`src/rtl/sine_taylor_pkg.sv`:
```
package sine_taylor_pkg;
   localparam int unsigned WORD_W   = 32;
   localparam int unsigned STEP_W   = 4;
   localparam int unsigned LAST_OP  = 12;   // final amplitude scaling step
   localparam int unsigned SHORT_END = 7;   // last series step of the short chain

   // series coefficients, all as signed Q31 fractions
   localparam logic [WORD_W-1:0] K_PI2  = 32'd1686629713;
   localparam logic [WORD_W-1:0] K_INV3 = 32'd1431655765;
   localparam logic [WORD_W-1:0] K_INV5 = 32'd286331153;
   localparam logic [WORD_W-1:0] K_INV7 = 32'd54539267;
   localparam logic [WORD_W-1:0] K_INV9 = 32'd6059919;
   localparam logic [WORD_W-1:0] K_INV11 = 32'd440721;

   // coefficient used by a given constant step; zero elsewhere
   function automatic logic [WORD_W-1:0] coef_for(input logic [STEP_W-1:0] op);
      case (op)
         4'd0:    coef_for = K_PI2;
         4'd3:    coef_for = K_INV3;
         4'd5:    coef_for = K_INV5;
         4'd7:    coef_for = K_INV7;
         4'd9:    coef_for = K_INV9;
         4'd11:   coef_for = K_INV11;
         default: coef_for = '0;
      endcase
   endfunction
endpackage

```
`src/rtl/sine_fold.sv`:
```
module sine_fold #(
   parameter int unsigned DW = 32
) (
   input  logic [DW-1:0] phase_i,
   output logic [DW-1:0] angle_o
);
   localparam logic [DW-1:0] MIRROR = {1'b0, {(DW-1){1'b1}}};

   // first and fourth quadrant pass straight, second and third are mirrored
   always_comb begin
      if (phase_i[DW-1] == phase_i[DW-2])
         angle_o = phase_i;
      else
         angle_o = MIRROR - phase_i;
   end
endmodule

```
`src/rtl/sine_mulhr.sv`:
```
module sine_mulhr #(
   parameter int unsigned DW = 32
) (
   input  logic signed [DW-1:0] a_i,
   input  logic signed [DW-1:0] b_i,
   output logic signed [DW-1:0] r_o
);
   localparam int unsigned W2 = 2 * DW;
   localparam logic signed [W2-1:0] ROUND = W2'(1) <<< (DW - 1);

   logic signed [W2-1:0] wide_a, wide_b, shifted;

   always_comb begin
      wide_a  = W2'(a_i);
      wide_b  = W2'(b_i);
      shifted = (wide_a * wide_b + ROUND) >>> DW;
      r_o     = DW'(shifted);
   end
endmodule

```
`src/rtl/sine_seq.sv`:
```
module sine_seq
   import sine_taylor_pkg::*;
#(
   parameter int unsigned DW            = 32,
   parameter bit          FULL_ORDER_EN = 1'b1
) (
   input  logic          clk_i,
   input  logic          rst_ni,
   input  logic          start_i,
   input  logic [DW-1:0] angle_i,
   input  logic [DW-1:0] amp_i,
   input  logic          full_i,
   output logic [DW-1:0] sample_o,
   output logic          done_o,
   output logic          busy_o
);
   logic [STEP_W-1:0] op_q;
   logic              busy_q, done_q, full_q;
   logic [DW-1:0]     ang_q, amp_q, p1_q, p2_q, pw_q, sum_q, y_q;
   logic [DW-1:0]     op_a, op_b, prod;
   logic              full_eff;

   generate
      if (FULL_ORDER_EN) begin : g_sel_order
         assign full_eff = full_i;
      end else begin : g_short_only
         logic unused_full;
         assign unused_full = full_i;
         assign full_eff    = 1'b0;
      end
   endgenerate

   // operand routing for the shared multiplier
   always_comb begin
      op_b = coef_for(op_q);
      unique case (op_q)
         4'd0:    op_a = ang_q << 1;
         4'd1:    begin op_a = p1_q; op_b = p1_q; end
         4'd2:    begin op_a = p2_q; op_b = p1_q; end
         4'd4, 4'd6, 4'd8, 4'd10:
                  begin op_a = pw_q; op_b = p2_q; end
         4'd12:   begin op_a = sum_q << 1; op_b = amp_q; end
         default: op_a = pw_q;
      endcase
   end

   sine_mulhr #(.DW(DW)) u_mul (
      .a_i (op_a),
      .b_i (op_b),
      .r_o (prod)
   );

   always_ff @(posedge clk_i or negedge rst_ni) begin
      if (!rst_ni) begin
         op_q   <= '0;
         busy_q <= 1'b0;
         done_q <= 1'b0;
         full_q <= 1'b0;
         ang_q  <= '0;
         amp_q  <= '0;
         p1_q   <= '0;
         p2_q   <= '0;
         pw_q   <= '0;
         sum_q  <= '0;
         y_q    <= '0;
      end else begin
         done_q <= 1'b0;
         if (!busy_q) begin
            if (start_i) begin
               busy_q <= 1'b1;
               op_q   <= '0;
               ang_q  <= angle_i;
               amp_q  <= amp_i;
               full_q <= full_eff;
            end
         end else begin
            unique case (op_q)
               4'd0:                p1_q  <= prod;
               4'd1:                p2_q  <= prod << 3;
               4'd2:                pw_q  <= prod << 3;
               4'd3:                sum_q <= (p1_q << 1) - prod;
               4'd4:                pw_q  <= prod << 1;
               4'd5, 4'd9:          sum_q <= sum_q + prod;
               4'd6, 4'd8, 4'd10:   pw_q  <= prod;
               4'd7, 4'd11:         sum_q <= sum_q - prod;
               default: begin
                  y_q    <= prod;
                  done_q <= 1'b1;
                  busy_q <= 1'b0;
               end
            endcase
            if (op_q == STEP_W'(SHORT_END) && !full_q)
               op_q <= STEP_W'(LAST_OP);
            else if (op_q != STEP_W'(LAST_OP))
               op_q <= op_q + 1'b1;
         end
      end
   end

   assign sample_o = y_q;
   assign done_o   = done_q;
   assign busy_o   = busy_q;
endmodule

```
`src/rtl/sine_taylor_eval.sv`:
```
module sine_taylor_eval #(
   parameter int unsigned DATA_W        = 32,
   parameter bit          FULL_ORDER_EN = 1'b1
) (
   input  logic              clk_i,
   input  logic              rst_ni,
   input  logic              start_i,
   input  logic [DATA_W-1:0] phase_i,
   input  logic [DATA_W-1:0] amp_i,
   input  logic              full_order_i,
   output logic [DATA_W-1:0] sample_o,
   output logic              done_o
);
   generate
      if (DATA_W != sine_taylor_pkg::WORD_W) begin : g_bad_width
         $error("sine_taylor_eval: coefficients are fixed for 32-bit words");
      end
   endgenerate

   logic [DATA_W-1:0] angle;
   logic              busy;

   sine_fold #(.DW(DATA_W)) u_fold (
      .phase_i (phase_i),
      .angle_o (angle)
   );

   sine_seq #(.DW(DATA_W), .FULL_ORDER_EN(FULL_ORDER_EN)) u_seq (
      .clk_i    (clk_i),
      .rst_ni   (rst_ni),
      .start_i  (start_i),
      .angle_i  (angle),
      .amp_i    (amp_i),
      .full_i   (full_order_i),
      .sample_o (sample_o),
      .done_o   (done_o),
      .busy_o   (busy)
   );
endmodule

```
`config.mk`:
```
export PLATFORM = sky130hd
export DESIGN_NAME = sine_taylor_eval
export DESIGN_NICKNAME = d
export VERILOG_FILES = /design/src/rtl/sine_taylor_pkg.sv /design/src/rtl/sine_fold.sv /design/src/rtl/sine_mulhr.sv /design/src/rtl/sine_seq.sv /design/src/rtl/sine_taylor_eval.sv
export SDC_FILE = /design/constraint.sdc
export NUM_CORES = 2
export LEC_CHECK = 0
export ABC_AREA = 1
export BUFFER_PORTS_ARGS = -buffer_cell sky130_fd_sc_hd__buf_2
export CORE_AREA = 8 8 267 372
export CTS_BUF_LIST = sky130_fd_sc_hd__clkbuf_8
export DETAILED_ROUTE_END_ITERATION = 8
export DIE_AREA = 0 0 275 380
export PLACE_DENSITY = 0.78
export RECOVER_POWER = 100
export SYNTH_ARGS = -nofsm -noshare
export SYNTH_HDL_FRONTEND = slang
export SYNTH_HIERARCHICAL = 1
export SYNTH_SLANG_ARGS = --single-unit
```
`constraint.sdc`:
```
create_clock -name clk_i -period 15.9 [get_ports clk_i]
set_clock_uncertainty 0.1 [all_clocks]
set_input_delay 0.795 -clock clk_i [delete_from_list [all_inputs] [get_ports clk_i]]
set_output_delay 0.795 -clock clk_i [all_outputs]
set_load 0.01 [all_outputs]
```
After elaboration in Yosys (flattened, before gate mapping)
Index checks and enable logic that the tools add are counted.
{"block": "op_classes", "multipliers": 1, "n_bitwise": 2, "n_addsub": 6, "eq_ne": 15, "muxes": 15, "n_reduce_logical": 19}
{"operator": "32-bit case mux with 3 select lines", "n": 3}
{"operator": "31-bit case mux with 6 select lines", "n": 1}
{"operator": "32-bit case mux with 4 select lines", "n": 1}
{"operator": "64-bit by 33-bit adder with 64-bit output (second input constant)", "n": 1}
{"operator": "32-bit by 32-bit multiplier with 64-bit output", "n": 1}
{"operator": "32-bit subtractor", "n": 2}
{"operator": "32-bit adder", "n": 1}
{"operator": "31-bit 2-to-1 mux", "n": 1}
{"operator": "31-bit subtractor (first input constant)", "n": 1}
{"operator": "4-bit equality test (second input constant)", "n": 5}
{"operator": "4-bit by 3-bit equality test with 1-bit output (second input constant)", "n": 4}
{"operator": "4-bit 2-to-1 mux", "n": 4}
{"operator": "2-bit AND reduction", "n": 7}
{"operator": "12-bit OR reduction", "n": 1}
{"operator": "4-bit by 2-bit equality test with 1-bit output (second input constant)", "n": 2}
{"operator": "3-bit nonzero test", "n": 2}
{"operator": "2-bit OR reduction", "n": 3}
{"operator": "1-bit 2-to-1 mux", "n": 5}
{"operator": "4-bit by 1-bit adder with 4-bit output (second input constant)", "n": 1}
{"operator": "4-bit by 1-bit equality test with 1-bit output (second input constant)", "n": 1}
{"operator": "4-bit logical NOT", "n": 1}
{"operator": "4-bit != test (second input constant)", "n": 1}
{"operator": "4-bit OR reduction", "n": 1}
{"operator": "3-bit != test (second input constant)", "n": 1}
{"operator": "6 further kinds", "n": 7}
{"block": "totals", "reg_bits": 227, "word_cells": 69, "output_inout_bits": 33}

Depth between registers and ports, before layout
{"block": "logic_depth", "depth_word": 7, "mapped_depth": 64, "ltp_nobuf": 63}

Cells and area by module
Netlist, hierarchy kept.
{"mod": "sine_mulhr", "cells_each": 5037, "seq_area_each_um2": 0.0, "area_per_inst_um2": 39142.5, "instances": 1}
{"mod": "sine_seq", "cells_each": 2261, "seq_area_each_um2": 5655.4, "area_per_inst_um2": 15811.4, "instances": 1}
{"mod": "sine_fold", "cells_each": 140, "seq_area_each_um2": 0.0, "area_per_inst_um2": 639.4, "instances": 1}

Worst setup path before layout
OpenSTA, ideal clock, no wires.
{"block": "synth_timing", "path_kind": "reg-to-reg", "startpoint": "register u_seq.op_q[1]", "endpoint": "register u_seq.sum_q[30]", "n_path_buf": 2, "setup_slack_ns": 5.475, "setup_time_ns": 0.117, "synth_period_minus_slack_ns": 10.425, "path_stages_with_launch": 56, "arrival_ns": 10.208, "path_cell_list": "dfrtp_1 > inv_1 > ha_1 > inv_1 > nor2_2 > nor2_2 > nand2_1 > nor2_1 > buf_2 > nand2_1 > nand2_1 > clkbuf_1 > nand2_1 > inv_1 > fa_1 > inv_1 > fa_1 > inv_1 > (+20 left out) > nor4_1 > nand2_1 > o21ai_0 > nand2_1 > xor2_1 > inv_1 > ha_1 > nand2_1 > nor2_1 > nand2_1 > nor2_1 > nand2_1 > nand2_1 > nand2_1 > nand3_1 > nand2_1 > nand2_1 > nand2_1"}
{"block": "synth_between", "word_cells_on_any_way": 28, "cone_classes": "4 x add/sub; 1 x mul; 12 x eq/ne; 4 x mux; 7 x reduce/logical"}
{"element": "start, declared", "line": "sine_seq.sv:17", "rtl": "logic [STEP_W-1:0] op_q;"}
{"element": "start signal, assigned", "line": "sine_seq.sv:93", "rtl": "op_q <= STEP_W'(LAST_OP);"}
{"element": "start signal, assigned", "line": "sine_seq.sv:95", "rtl": "op_q <= op_q + 1'b1;"}
{"element": "4-bit equality test (tied with other cells)", "line": "sine_seq.sv:36", "rtl": "unique case (op_q)"}
{"element": "32-bit case mux with 4 select lines *", "line": "sine_seq.sv:36"}
{"element": "net u_seq.op_a[31]", "line": "sine_seq.sv:20", "rtl": "logic [DW-1:0] op_a, op_b, prod;"}
{"element": "32-bit by 32-bit multiplier with 64-bit output *", "line": "sine_mulhr.sv:16", "rtl": "shifted = (wide_a * wide_b + ROUND) >>> DW;"}
{"element": "64-bit by 33-bit adder with 64-bit output *", "line": "sine_mulhr.sv:16"}
{"element": "net u_seq.prod[18]", "line": "sine_seq.sv:20"}
{"element": "32-bit subtractor (tied with other cells)", "line": "sine_seq.sv:85", "rtl": "4'd7, 4'd11: sum_q <= sum_q - prod;"}
{"element": "32-bit case mux with 3 select lines *", "line": "sine_seq.sv:77", "rtl": "unique case (op_q)"}
{"element": "end signal, assigned", "line": "sine_seq.sv:81", "rtl": "4'd3: sum_q <= (p1_q << 1) - prod;"}
{"element": "end signal, assigned", "line": "sine_seq.sv:83", "rtl": "4'd5, 4'd9: sum_q <= sum_q + prod;"}
{"element": "end signal, assigned", "line": "sine_seq.sv:85"}
{"element": "end, declared", "line": "sine_seq.sv:19", "rtl": "logic [DW-1:0] ang_q, amp_q, p1_q, p2_q, pw_q, sum_q, y_q;"}
The timed path passes the listed nets; every way through them passes the cells marked *.
A chain may end at the register's enable or synchronous reset.

Worst setup path after layout
{"block": "layout_timing", "startpoint": "register u_seq.op_q[0]", "endpoint": "register u_seq.sum_q[29]"}
Same word-level chain as after synthesis.

==> Flow_metrics.wiki <==
{| class="wikitable"
! Metric !! Value
|-
| Clock sink count || 226
|-
| Clock insertion delay at the later pin of the skew report || 0.64 ns
|-
| Width of the die || 275 um
|-
| Clock buffers created by TritonCTS || 36
|-
| Overall global routing resource usage || 0.371
|-
| Count of fill cells added during filler insertion || 8563
|-
| Met3 Wirelength || 15.3 mm
|-
| Data arrival time of the critical path || 15.26 ns
|-
| Max capacitance violation total || 4
|-
| Count of antenna-violating nets left after detailed routing || 0
|-
| Number of DRC violations after detailed routing || 0
|-
| Port buffer count || 100
|-
| Total negative slack || 0 ns
|-
| Number of antenna violations at the first check in global routing || 6
|-
| Crit-path max FO || 23
|-
| Highest Signal Layer || met4
|-
| Highest-delay cell along the critical path || sky130_fd_sc_hd__fa_1
|-
| Total setup buffers inserted after CTS || 0
|-
| GPL Wtd Cong || 1.09
|-
| Finish-stage setup viols || 0
|-
| Worst-case hold slack || 0.285 ns
|-
| Cell at the root of the clock tree || sky130_fd_sc_hd__clkbuf_8
|-
| Final hold vios || 0
|-
| Number of violations reported at the end of detailed-routing iteration 0 || 3834
|-
| Post-layout net count || 8834
|-
| Resize count post-CTS || 0
|-
| DR pass1 iterations || 8
|-
| Crit-path most repeated cell || sky130_fd_sc_hd__nand2_1
|-
| Violated checks || capacitance limit, slew limit
|-
| Mapped cell area || 55600 um^2
|-
| Total met2 wirelength after detailed routing || 93.5 mm
|-
| Average size of a mapped cell || 7.47 um^2
|-
| Pin count of the biggest net entering global routing || 105
|-
| Area enclosed by the die boundary || 105000 um^2
|-
| Slowest cell delay on critical path || 1.28 ns
|-
| Remaining global-route overflow || 0
|-
| RSZ-0062 raised after global routing || no
|-
| Number of synthesis warnings || 6
|-
| Number of ports placed on the die boundary || 101
|-
| Element type at the critical path start || flip-flop
|-
| Total via count in the routed design || 48300
|-
| Starting utilization of the core area || 0.594
|-
| Drt total wl || 191 mm
|-
| Reg clk slew, reported paths || 0.09 ns
|-
| Status || finished with violations
|-
| Required time reported for the critical path endpoint || 16.27 ns
|-
| Final Cycle Share || 0.936
|-
| Slew margin rel. || -3.12
|-
| Worst reg2reg setup slack || 1.02 ns
|-
| Clock tree from TritonCTS || yes
|-
| Type of the worst setup path || reg2reg
|-
| Ratio of cells with drive above 1 in the final layout || 0.0489
|-
| Std-Cell Core Area || 93500 um^2
|-
| Synth-to-Final Area Change || 4.14%
|-
| Wire length of the first global-routing pass || 293 mm
|-
| Worst Hold Class || in2reg
|-
| Detail-routed via count per cell || 5.59
|-
| DPL Wire Length || 156 mm
|-
| Gate count of the mapped netlist || 7437
|-
| Hold buffer count at CTS || 0
|-
| Actual transition at the worst max-transition pin || 6.18 ns
|-
| Final non-filler cell total || 8630
|-
| Final count of pins violating max slew || 287
|-
| Vias in the first global route || 52000
|-
| Placement row count || 133
|-
| Routed len/inst || 22.1 um
|-
| Maximum clock frequency || 67.2 MHz
|-
| Longest Clk Path Bufs || 3
|-
| Minimum clock period after layout || 14.88 ns
|-
| Cell Count Post-Placement || 8559
|-
| Endpoint type of the worst setup path || flip-flop
|-
| Synthesized Nets || 8889
|-
| H-tree lvl count || 2
|-
| Wire length on met1 || 63.0 mm
|-
| Chip height || 380 um
|}
-- flip-flops by register name, summed over array words and instances (netlist names) --
signal and count:
u_seq/amp_q 32, u_seq/p1_q 32, u_seq/pw_q 32, u_seq/sample_o 32
u_seq/ang_q 31, u_seq/sum_q 31, u_seq/p2_q 29, u_seq/op_q 4
u_seq/busy_o 1, u_seq/done_o 1, u_seq/full_q 1
-- critical path: cells and delay by family, from the launching register on --
| family | cells | cell delay, ns |
|---|---|---|
| AO/OA/AOI/OAI | 6 | 1.95 |
| XOR/XNOR | 1 | 0.39 |
| adder cells (fa/ha/maj) | 11 | 5.75 |
| buffers and inverters | 8 | 1.10 |
| flip-flops | 1 | 0.40 |
| AND/OR/NAND/NOR | 20 | 5.01 |
-- metal layers --
| layer | track usage | vias to the layer above |
|---|---|---|
| li1 | - | 21400 |
| met1 | 0.398 | 23500 |
| met2 | 0.631 | 2481 |
| met3 | 0.0726 | 889 |
| met4 | 0.299 | 0 |
| met5 | 0 | - |
-- cell usage in the layout (no fill, tap or decap), types with 8 or more instances in the layout --
cell / count
sky130_fd_sc_hd__xnor2_1: 9
sky130_fd_sc_hd__a31oi_1: 11
sky130_fd_sc_hd__clkinv_1: 17
sky130_fd_sc_hd__mux2_2: 64
sky130_fd_sc_hd__nand3_1: 215
sky130_fd_sc_hd__dfrtp_1: 226
sky130_fd_sc_hd__clkbuf_1: 38
sky130_fd_sc_hd__buf_2: 65
sky130_fd_sc_hd__nor3_1: 14
sky130_fd_sc_hd__nand2_2: 13
sky130_fd_sc_hd__a221oi_1: 34
sky130_fd_sc_hd__buf_4: 85
sky130_fd_sc_hd__a22o_1: 10
sky130_fd_sc_hd__inv_1: 2052
sky130_fd_sc_hd__inv_2: 26
sky130_fd_sc_hd__nor2_2: 15
sky130_fd_sc_hd__o21ai_0: 187
sky130_fd_sc_hd__fa_1: 1083
sky130_fd_sc_hd__clkinv_2: 8
sky130_fd_sc_hd__clkbuf_8: 39
sky130_fd_sc_hd__nand3b_1: 15
sky130_fd_sc_hd__or2_2: 10
sky130_fd_sc_hd__nor2_1: 335
sky130_fd_sc_hd__nand4_1: 22
sky130_fd_sc_hd__a21oi_1: 211
sky130_fd_sc_hd__o21bai_1: 17
sky130_fd_sc_hd__nand2_1: 2109
sky130_fd_sc_hd__a22oi_1: 15
sky130_fd_sc_hd__o22ai_1: 38
sky130_fd_sc_hd__xor2_1: 47
sky130_fd_sc_hd__ha_1: 301
-- worst paths after layout --
path	from	cells after the start	to
setup / recovery	u_seq/op_q[0]	46	u_seq/sum_q[29]
hold / removal	amp_i[11]	2	u_seq/amp_q[11]
setup reg to reg	u_seq/op_q[0]	46	u_seq/sum_q[29]
hold reg to reg	u_seq/pw_q[18]	2	u_seq/pw_q[18]
max in group asynchronous	rst_ni	3	u_seq/p1_q[15]
min in group asynchronous	rst_ni	1	u_seq/amp_q[11]
-- per-stage QoR --
step / setup WS, ns / util / cell area (um^2)
2_1_floorplan: 5.48 / - / 55600
3_3_place_gp: 1.81 / 0.612 / 57200
4_1_cts: 1.67 / 0.620 / 58000
5_1_grt: 0.433 / 0.619 / 57900
6_report: 1.02 / 0.619 / 57900
3_5_place_dp: 1.71 / 0.612 / 57200
-- final cells by class --
cell class	count	area [um^2]	area share
antenna	7	17.5	0.000303
clock inverter	25	243	0.00419
tap	1215	1520	0.0263
sequential	226	5660	0.0977
multi-input combinational	4841	41000	0.708
clock buffer	39	537	0.00927
timing repair buffer	188	1110	0.0191
inverter	2089	7840	0.135
Power is not shown: default switching activity piles up to over one toggle a cycle in this logic, so the estimate is an artifact.
